===== config.mk =====
export PLATFORM = sky130hd
export DESIGN_NAME = sdm_decim64
export DESIGN_NICKNAME = d
export VERILOG_FILES = /design/src/rtl/decim_pkg.sv /design/src/rtl/decim_stage.sv /design/src/rtl/decim_outfmt.sv /design/src/rtl/decim_chan.sv /design/src/rtl/sdm_decim64.sv
export SDC_FILE = /design/constraint.sdc
export NUM_CORES = 2
export LEC_CHECK = 0
export CAP_MARGIN = 20
export CORE_ASPECT_RATIO = 1.5
export CORE_MARGIN = 2
export CORE_UTILIZATION = 48
export DETAILED_ROUTE_END_ITERATION = 10
export SLEW_MARGIN = 20
export SYNTH_ARGS = -nofsm -noshare
export SYNTH_HDL_FRONTEND = slang
export SYNTH_SLANG_ARGS = --single-unit

===== constraint.sdc =====
create_clock -name clk -period 11.6 [get_ports clk]
set_input_delay 2.32 -clock clk [delete_from_list [all_inputs] [get_ports clk]]
set_output_delay 2.32 -clock clk [all_outputs]
set_load 0.02 [all_outputs]

===== src/rtl/decim_pkg.sv =====
package decim_pkg;

  localparam int N_STG   = 3;
  localparam int IN_BITS = 2;

  function automatic int stg_decim(input int s);
    return (s < 2) ? 2 : 16;
  endfunction

  function automatic int stg_taps(input int s);
    return (s < 2) ? 3 : 16;
  endfunction

  // symmetric weights; index 0 is the newest input
  function automatic int stg_coef(input int s, input int i);
    int k;
    if (s < 2) return (i == 1) ? 2 : 1;
    k = (i < 8) ? i : 15 - i;
    case (k)
      0: return 509;
      1: return 1031;
      2: return 2039;
      3: return 3079;
      4: return 4093;
      5: return 5639;
      6: return 7159;
      7: return 9219;
      default: return 0;
    endcase
  endfunction

  function automatic int stg_gain(input int s);
    int g;
    g = 0;
    for (int i = 0; i < stg_taps(s); i++) g += stg_coef(s, i);
    return g;
  endfunction

  function automatic int stg_gbits(input int s);
    return $clog2(stg_gain(s));
  endfunction

  function automatic int stg_in_w(input int s);
    int w;
    w = IN_BITS;
    for (int i = 0; i < s; i++) w += stg_gbits(i);
    return w;
  endfunction

  localparam int ACC_W   = stg_in_w(N_STG);
  localparam int FS_LOG2 = ACC_W - IN_BITS;

endpackage


===== src/rtl/decim_stage.sv =====
module decim_stage
  import decim_pkg::*;
#(
  parameter int STG  = 0,
  parameter int IN_W = 2,
  localparam int OUT_W = IN_W + stg_gbits(STG)
) (
  input  logic                    clk,
  input  logic                    rst_n,
  input  logic                    in_vld,
  input  logic signed [IN_W-1:0]  in_dat,
  output logic                    out_vld,
  output logic signed [OUT_W-1:0] out_dat
);

  localparam int DECIM = stg_decim(STG);
  localparam int NTAPS = stg_taps(STG);
  localparam int NPAIR = NTAPS / 2;
  localparam int NPROD = NPAIR + (NTAPS % 2);
  localparam int PH_W  = $clog2(DECIM);

  logic signed [IN_W-1:0]  tap_q [NTAPS];
  logic signed [IN_W-1:0]  tap_d [NTAPS];
  logic signed [OUT_W-1:0] prod  [NPROD];
  logic signed [OUT_W-1:0] acc;
  logic [PH_W-1:0]         ph_q;
  logic                    fire;

  function automatic logic signed [OUT_W-1:0] widen(input logic signed [IN_W-1:0] v);
    return {{(OUT_W-IN_W){v[IN_W-1]}}, v};
  endfunction

  always_comb begin
    tap_d[0] = in_dat;
    for (int i = 1; i < NTAPS; i++) tap_d[i] = tap_q[i-1];
  end

  genvar p;
  for (p = 0; p < NPAIR; p++) begin : g_pair
    localparam logic signed [OUT_W-1:0] CP = OUT_W'(stg_coef(STG, p));
    assign prod[p] = (widen(tap_d[p]) + widen(tap_d[NTAPS-1-p])) * CP;
  end

  if (NTAPS % 2 == 1) begin : g_mid
    localparam logic signed [OUT_W-1:0] CM = OUT_W'(stg_coef(STG, NPAIR));
    assign prod[NPAIR] = widen(tap_d[NPAIR]) * CM;
  end

  always_comb begin
    acc = '0;
    for (int i = 0; i < NPROD; i++) acc = acc + prod[i];
  end

  assign fire = in_vld && (ph_q == PH_W'(DECIM - 1));

  always_ff @(posedge clk or negedge rst_n) begin
    if (!rst_n) begin
      for (int i = 0; i < NTAPS; i++) tap_q[i] <= '0;
      ph_q    <= '0;
      out_vld <= 1'b0;
      out_dat <= '0;
    end else begin
      out_vld <= fire;
      if (in_vld) begin
        for (int i = 0; i < NTAPS; i++) tap_q[i] <= tap_d[i];
        ph_q <= fire ? '0 : ph_q + 1'b1;
      end
      if (fire) out_dat <= acc;
    end
  end


  single_pulse_chk: assert property (@(posedge clk) disable iff (!rst_n)
    out_vld |=> !out_vld);


  idle_gate_chk: assert property (@(posedge clk) disable iff (!rst_n)
    out_vld |-> $past(in_vld));


  hold_out_chk: assert property (@(posedge clk) disable iff (!rst_n)
    !in_vld |=> $stable(out_dat));

endmodule


===== src/rtl/decim_outfmt.sv =====
module decim_outfmt #(
  parameter int ACC_W = 22,
  parameter int OUT_W = 16,
  parameter int SH    = 5
) (
  input  logic                    clk,
  input  logic                    rst_n,
  input  logic                    in_vld,
  input  logic signed [ACC_W-1:0] in_acc,
  output logic                    smp_vld,
  output logic signed [OUT_W-1:0] smp,
  output logic                    ovr
);

  localparam int QW   = ACC_W + 1 - SH;
  localparam int HALF = 1 << (SH - 1);
  localparam logic signed [QW-1:0] QMAX = QW'((1 << (OUT_W - 1)) - 1);
  localparam logic signed [QW-1:0] QMIN = QW'(-(1 << (OUT_W - 1)));
  localparam logic signed [OUT_W-1:0] OMAX = OUT_W'(QMAX);
  localparam logic signed [OUT_W-1:0] OMIN = OUT_W'(QMIN);

  // returns {clamped, value}
  function automatic logic [OUT_W:0] round_sat(input logic signed [ACC_W-1:0] a);
    logic signed [ACC_W:0] t;
    logic signed [QW-1:0]  q;
    t = $signed({a[ACC_W-1], a}) + $signed((ACC_W+1)'(HALF));
    q = t[ACC_W:SH];
    if (q > QMAX)      return {1'b1, OMAX};
    else if (q < QMIN) return {1'b1, OMIN};
    else               return {1'b0, q[OUT_W-1:0]};
  endfunction

  logic [OUT_W:0] fmt_w;
  assign fmt_w = round_sat(in_acc);

  always_ff @(posedge clk or negedge rst_n) begin
    if (!rst_n) begin
      smp_vld <= 1'b0;
      smp     <= '0;
      ovr     <= 1'b0;
    end else begin
      smp_vld <= in_vld;
      if (in_vld) begin
        ovr <= fmt_w[OUT_W];
        smp <= fmt_w[OUT_W-1:0];
      end
    end
  end


  clamp_flag_chk: assert property (@(posedge clk) disable iff (!rst_n)
    ovr |-> (smp == OMAX || smp == OMIN));


  fmt_hold_chk: assert property (@(posedge clk) disable iff (!rst_n)
    !in_vld |=> ($stable(smp) && $stable(ovr)));

endmodule


===== src/rtl/decim_chan.sv =====
module decim_chan
  import decim_pkg::*;
#(
  parameter int OUT_W = 16
) (
  input  logic                    clk,
  input  logic                    rst_n,
  input  logic                    ce,
  input  logic                    bit_in,
  output logic                    smp_vld,
  output logic signed [OUT_W-1:0] smp,
  output logic                    ovr
);

  localparam int W0 = IN_BITS;
  localparam int W1 = stg_in_w(1);
  localparam int W2 = stg_in_w(2);
  localparam int W3 = stg_in_w(3);
  localparam int SH = FS_LOG2 - (OUT_W - 1);

  logic signed [W0-1:0] s0_dat;
  logic signed [W1-1:0] s1_dat;
  logic signed [W2-1:0] s2_dat;
  logic signed [W3-1:0] s3_dat;
  logic s1_vld, s2_vld, s3_vld;

  // 1 -> +1, 0 -> -1
  assign s0_dat = bit_in ? W0'(1) : '1;

  decim_stage #(.STG(0), .IN_W(W0)) u_stg0 (
    .clk(clk), .rst_n(rst_n), .in_vld(ce), .in_dat(s0_dat),
    .out_vld(s1_vld), .out_dat(s1_dat));

  decim_stage #(.STG(1), .IN_W(W1)) u_stg1 (
    .clk(clk), .rst_n(rst_n), .in_vld(s1_vld), .in_dat(s1_dat),
    .out_vld(s2_vld), .out_dat(s2_dat));

  decim_stage #(.STG(2), .IN_W(W2)) u_stg2 (
    .clk(clk), .rst_n(rst_n), .in_vld(s2_vld), .in_dat(s2_dat),
    .out_vld(s3_vld), .out_dat(s3_dat));

  decim_outfmt #(.ACC_W(W3), .OUT_W(OUT_W), .SH(SH)) u_fmt (
    .clk(clk), .rst_n(rst_n), .in_vld(s3_vld), .in_acc(s3_dat),
    .smp_vld(smp_vld), .smp(smp), .ovr(ovr));

endmodule


===== src/rtl/sdm_decim64.sv =====
module sdm_decim64 #(
  parameter int OUT_W = 16
) (
  input  logic             clk,
  input  logic             rst_n,
  input  logic             ce,
  input  logic             bit_l,
  input  logic             bit_r,
  output logic [OUT_W-1:0] smp_l,
  output logic [OUT_W-1:0] smp_r,
  output logic             ovr_l,
  output logic             ovr_r,
  output logic             smp_valid
);

  localparam int N_CH = 2;

  logic [N_CH-1:0]         bits_in;
  logic [N_CH-1:0]         ch_vld;
  logic [N_CH-1:0]         ch_ovr;
  logic signed [OUT_W-1:0] ch_smp [N_CH];

  assign bits_in = {bit_r, bit_l};

  genvar c;
  for (c = 0; c < N_CH; c++) begin : g_ch
    decim_chan #(.OUT_W(OUT_W)) u_chan (
      .clk(clk), .rst_n(rst_n), .ce(ce), .bit_in(bits_in[c]),
      .smp_vld(ch_vld[c]), .smp(ch_smp[c]), .ovr(ch_ovr[c]));
  end

  assign smp_l     = ch_smp[0];
  assign smp_r     = ch_smp[1];
  assign ovr_l     = ch_ovr[0];
  assign ovr_r     = ch_ovr[1];
  assign smp_valid = &ch_vld;


  chan_lockstep_chk: assert property (@(posedge clk) disable iff (!rst_n)
    ch_vld[0] == ch_vld[1]);

endmodule


Word-level counts from Yosys, hierarchy flattened
Index checks and enable logic that the tools add are counted.
{ "word_totals": {"out_inout_bits": 35, "regBits": 322, "memories": 0, "wordCells": 149, "latch_bits": 0, "inputBits": 5, "mem_bits_ro": 0, "ram_bits": 0} }
{ "op_classes": {"div_mod_pow": 0, "n_addsub": 46, "magnitude_cmp": 4, "n_shift": 0, "reduce_logical": 7, "muxes": 12, "multipliers": 16, "n_bitwise": 0, "n_eq_ne": 2} }
{ "ops": {"columns": ["operator", "count"], "rows": [
  ["adder 6 x 6 -> 7 bit", 16],
  ["adder 22 x 19 -> 22 bit", 4],
  ["adder 22 x 20 -> 22 bit", 4],
  ["adder 22 x 21 -> 22 bit", 4],
  ["multiplier 7 x 14 -> 21 bit (second input constant)", 4],
  ["multiplier 7 x 13 -> 20 bit (second input constant)", 4],
  ["multiplier 7 x 12 -> 19 bit (second input constant)", 4],
  ["two-way mux 17 bit", 4],
  ["adder 22 x 6 -> 23 bit (second input constant)", 2],
  ["adder 22 bit", 2],
  ["multiplier 22 x 10 -> 22 bit (second input constant)", 2],
  ["multiplier 7 x 15 -> 22 bit (second input constant)", 2],
  ["> comparator 18 x 16 -> 1 bit (second input constant)", 2],
  ["less-than comparator 18 x 16 -> 1 bit (second input constant)", 2],
  ["adder 5 x 5 -> 6 bit", 2],
  ["adder 4 x 4 -> 5 bit", 2],
  ["adder 3 x 3 -> 4 bit", 2],
  ["adder 4 x 1 -> 4 bit (second input constant)", 2],
  ["equality test 4 bit (second input constant)", 2],
  ["two-way mux 4 bit", 2],
  ["adder 2 x 2 -> 3 bit", 2],
  ["logical AND 1 bit", 6],
  ["adder 1 bit (second input constant)", 4],
  ["two-way mux 1 bit", 4],
  ["other kinds (2)", 3]
]} }

Depth between registers and ports, before layout
{ "logic_depth": {"word_depth": 9, "mapped_depth": 35, "ltp_nobuf": 35} }

Hierarchy
From an unflattened synthesis, not the netlist that was laid out.
{ "hier_totals": {"cells_unflattened": 4076, "hier_area_um2": 43693.2} }
{ "modules_own_cells": {"columns": ["mod", "instances", "area_per_inst_um2", "cells_each", "seq_area_each_um2"], "rows": [
  ["decim_stage at g_ch[0].u_chan.u_stg2", 1, 19301.0, 1799, 2927.8],
  ["decim_stage at g_ch[1].u_chan.u_stg2", 1, 19227.2, 1785, 2927.8],
  ["decim_outfmt", 2, 1232.4, 135, 450.4],
  ["decim_stage at g_ch[0].u_chan.u_stg0 ...", 2, 491.7, 38, 250.2],
  ["decim_stage at g_ch[1].u_chan.u_stg1", 1, 849.6, 71, 400.4],
  ["decim_stage at g_ch[0].u_chan.u_stg1", 1, 845.8, 70, 400.4],
  ["decim_chan", 2, 7.5, 2, 0.0],
  ["sdm_decim64", 1, 6.3, 1, 0.0]
]} }

Least setup slack after synthesis
No wires, ideal clock.
{ "synth_timing": {"path_type": "reg2reg", "from": "register g_ch[0].u_chan.u_stg2.tap_q (netlist bit g_ch[0].u_chan.u_stg2.tap_d[18])", "to": "register g_ch[0].u_chan.u_stg2.out_dat[17]", "setup_time_ns": 0.133, "t_arrival_ns": 8.520, "t_required_ns": 11.467, "path_slack_ns": 2.947, "n_path_buf": 0, "path_stages_with_launch": 32, "synth_period_minus_slack_ns": 8.653, "cell_sequence": "dfrtp_1 ha_1 fa_1 a21o_1 a21oi_1 nand2b_1 nand3b_1 mux2i_1 fa_1 inv_1 fa_1 inv_1 fa_1 fa_1 fa_1 ha_1 inv_1 fa_1 inv_1 fa_1 fa_1 inv_1 fa_1 inv_1 ha_1 o21ai_0 o21bai_1 a2111oi_0 o21bai_1 o31ai_1 xor2_1 o21ai_0"} }
{ "synth_between": {"elab_chain_len": 7} }
{ "synth_rtl": {"columns": ["element", "line_no", "rtl"], "rows": [
  ["start, declared", "decim_stage.sv:22", "logic signed [IN_W-1:0] tap_q [NTAPS];"],
  ["adder 6 x 6 -> 7 bit", "decim_stage.sv:41", "assign prod[p] = (widen(tap_d[p]) + widen(tap_d[NTAPS-1-p])) * CP;"],
  ["multiplier 7 x 13 -> 20 bit", "decim_stage.sv:41", null],
  ["adder 22 x 20 -> 22 bit (2 in a row)", "decim_stage.sv:51", "for (int i = 0; i < NPROD; i++) acc = acc + prod[i];"],
  ["adder 22 x 21 -> 22 bit (2 in a row)", "decim_stage.sv:51", null],
  ["adder 22 bit", "decim_stage.sv:51", null],
  ["end signal, assigned", "decim_stage.sv:61", "out_dat <= '0;"],
  ["end signal, assigned", "decim_stage.sv:68", "if (fire) out_dat <= acc;"],
  ["end, declared", "decim_stage.sv:13", "output logic signed [OUT_W-1:0] out_dat"]
]} }
No other way between the ends.
A chain may end at the register's enable or synchronous reset.

Worst setup path in the final report
{ "layout_timing": {"from": "register g_ch[0].u_chan.u_stg2.tap_q (netlist bit g_ch[0].u_chan.u_stg2.tap_d[12])", "to": "register g_ch[0].u_chan.u_stg2.out_dat[17]"} }
{ "layout_between": {"elab_chain_len": 8} }
{ "layout_rtl": {"columns": ["element", "line_no"], "rows": [
  ["adder 6 x 6 -> 7 bit", "decim_stage.sv:41"],
  ["multiplier 7 x 12 -> 19 bit", "decim_stage.sv:41"],
  ["adder 22 x 19 -> 22 bit", "decim_stage.sv:51"],
  ["adder 22 x 20 -> 22 bit (2 in a row)", "decim_stage.sv:51"],
  ["adder 22 x 21 -> 22 bit (2 in a row)", "decim_stage.sv:51"],
  ["adder 22 bit", "decim_stage.sv:51"]
]} }
No other way between the ends.

==> results.yml <==
status:
  status: "completed"
cts:
  cts_resized: 0
  clock-root-buffer: "clkbuf_16"
  ctsHoldBuffers: 0
  clock_path_buffers: 3
  cts_made_buffers: 37
  numClockSinks: 312
  cts_tree: "yes"
  post_cts.repair.setup_buffers: 0
  clk_latency_ps: 590
  htreeDepth: 2
  clk_pin_slew_worst_paths_ps: 70
placed_design:
  place.gp.congestion: 0.935
  dpl.hpwl_um: 87700
  io_buffer_count: 39
sta:
  fin_crit_ps: 9250
  tns_ps: 0
  clock_skew_ps: 18.9
  rsz0062_at_grt: "no"
  clock.fmax_mhz: 108
  worstMarginPinSlew_ps: 1070
  slew_violations: 0
  hold_viol_final: 0
  setup_viol: 0
  max-slew-margin-rel: 0.267
  finalCritPeriodShare: 0.798
synth:
  synth-simple-area-share: 0.0356
  synth_xor_area_frac: 0.0343
  syn_nets: 5208
  synth_warnings: 0
  synth_cell_types: 68
  syn_avg_cell_area_um2: 11.1
  ys_ff_latch: 312
  synth_top_area_frac: 0.336
  synth_compound_area_frac: 0.0490
  synth-edff-count: 0
  async_flop_share: 1.00
  synth-adder-area-share: 0.546
  seq_area_frac_synth: 0.185
  synth_area_leader_cell: "fa_1"
  yosys-top-cells-area: "fa_1, ha_1, dfrtp_1, inv_1, mux2_2"
  synth_top_family_by_area: "adder cells"
  syn-instance-count: 3788
  ys.flop_type: "dfrtp_1"
  synthesis.area_um2: 42200
  synth_mux_area_frac: 0.0562
global_routing:
  grtUsageTotal: 0.231
  grt_antenna_before_repair: 0
  grt_pass1_vias: 28062
  grt_max_degree: 172
  grt_pass1_wl_um: 157000
  overflow: 0
setup_path:
  crit_top_cell: "fa_1"
  crit_path_end_kind: "register"
  slowest_delay_ps: 690
  worstPathArrival_ps: 9710
  cp.required_ps: 12050
  crit_buf_inv: 6
  cp_slowest_cell: "o31ai_1"
  cp-start-kind: "register"
  critPathKind: "register to register"
  crit_fanout: 4
  critPathTopFamily: "adder cells"
route:
  first_pass_iters: 5
  num_vias: 25168
  wl_per_cell_um: 19.9
  drt_wl_total_um: 99800
  first_iter_violations: 928
  antenna_left: 0
  detail_route.drc_violations: 0
  avgViaCountPerCell: 5.02
layout:
  finalNetCount: 5260
  final.fill_count: 7979
  layout-drive-gt1-share: 0.0848
  final_cell_mix: "inv_1, fa_1, ha_1"
  layout-area-overhead-vs-synth_pct: 7.33
  diodes: 0
  final_common_cell: "inv_1"
floorplan:
  die_x_um: 246
  die_h_um: 367
  core_um2: 87400
  num_io_pins: 40
  start_util: 0.483
  fp-row-count: 133
  die-area_um2: 90300
run:
  maxCapViolCount: 0
hold_path:
  hp-class: "register to register"
flip-flops by register name, summed over array words and instances (netlist names):
name and count:
g_ch.u_chan.u_stg0.out_dat 8, g_ch.u_chan.u_fmt.ovr 2, g_ch.u_chan.u_stg2.ph_q 8, g_ch.u_chan.u_stg1.out_vld 2
g_ch.u_chan.u_stg2.out_dat 36, g_ch.u_chan.u_stg0.ph_q 2, g_ch.u_chan.u_fmt.smp_vld 2, g_ch.u_chan.u_stg1.tap_d 16
g_ch.u_chan.u_stg1.ph_q 2, g_ch.u_chan.u_stg1.out_dat 12, g_ch.u_chan.u_stg2.tap_d 180, g_ch.u_chan.u_stg0.tap_d 6
g_ch.u_chan.u_stg2.out_vld 2, g_ch.u_chan.u_fmt.smp 32, g_ch.u_chan.u_stg0.out_vld 2
worst register-to-register path, delay by kind of cell (launching register included):
family,cells,cell delay (ps)
AO/OA/AOI/OAI,8,2270
buffers and inverters,6,410
flip-flops,1,390
XOR/XNOR,1,170
adder cells (fa/ha/maj),13,5620
AND/OR/NAND/NOR,3,270
cell families (layout without fill, tap and decap cells):
family / after synthesis / count (layout)
fa+ha+maj: 1415 / 1415
buf+inv: 1053 / 1133
compound gates: 329 / 329
flops: 312 / 312
simple gates: 303 / 303
mux: 211 / 211
xor+xnor: 165 / 165
stage by stage:
stage | setup WS [ps] | utilization | area, um^2 | hold slack, ps | cells
2_1_floorplan | 2950 | - | 42200 | 352 | 3788
3_3_place_gp | 2390 | 0.504 | 44000 | 452 | 4948
3_5_place_dp | 2270 | 0.504 | 44000 | 455 | 4948
4_1_cts | 2270 | 0.518 | 45300 | 467 | 5015
5_1_grt | 1600 | 0.518 | 45300 | 478 | 5015
6_report | 2350 | 0.518 | 45300 | 463 | 5015
cell usage after synthesis (all sizes together) (24+ instances only):
cell,number
inv,1004
fa,708
ha,707
dfrtp,312
mux2,205
xnor2,111
a21oi,106
nand2,100
o21ai,88
nor2,72
xor2,54
a21o,45
clkbuf,41
o21bai,24
layout make-up:
type | count | area (um^2) | share of cell area
Timing Repair Buffer | 62 | 581 | 0.0128
Clock buffer | 51 | 1040 | 0.0229
Tap cell | 1147 | 1440 | 0.0317
Inverter | 1004 | 3770 | 0.0832
Sequential cell | 312 | 7820 | 0.173
Clock inverter | 16 | 210 | 0.00464
Multi-Input combinational cell | 2423 | 30400 | 0.672
per-layer routing:
| layer | part of all wire | vias up | track usage |
|---|---|---|---|
| met5 | 0 | - | 0 |
| met4 | 0.071 | 0 | 0.138 |
| met3 | 0.018 | 172 | 0.0166 |
| met2 | 0.56 | 292 | 0.439 |
| met1 | 0.36 | 12856 | 0.247 |
| li1 | - | 11848 | - |
final timing paths:
path,to,cells past startpoint,startpoint,slack (ps)
setup / recovery,g_ch[0].u_chan.u_stg2.out_dat[17],31,g_ch[0].u_chan.u_stg2.tap_d[12],2350
hold / removal,g_ch[1].u_chan.u_stg1.ph_q,1,g_ch[1].u_chan.u_stg1.ph_q,460
setup reg to reg,g_ch[0].u_chan.u_stg2.out_dat[17],31,g_ch[0].u_chan.u_stg2.tap_d[12],2350
hold reg to reg,g_ch[1].u_chan.u_stg1.ph_q,1,g_ch[1].u_chan.u_stg1.ph_q,460
max in group asynchronous,g_ch[1].u_chan.u_stg1.out_vld,2,rst_n,8250
min in group asynchronous,g_ch[1].u_chan.u_stg2.out_dat[18],1,rst_n,1700
Power is not shown: default switching activity piles up to over one toggle a cycle in this logic, so the estimate is an artifact.
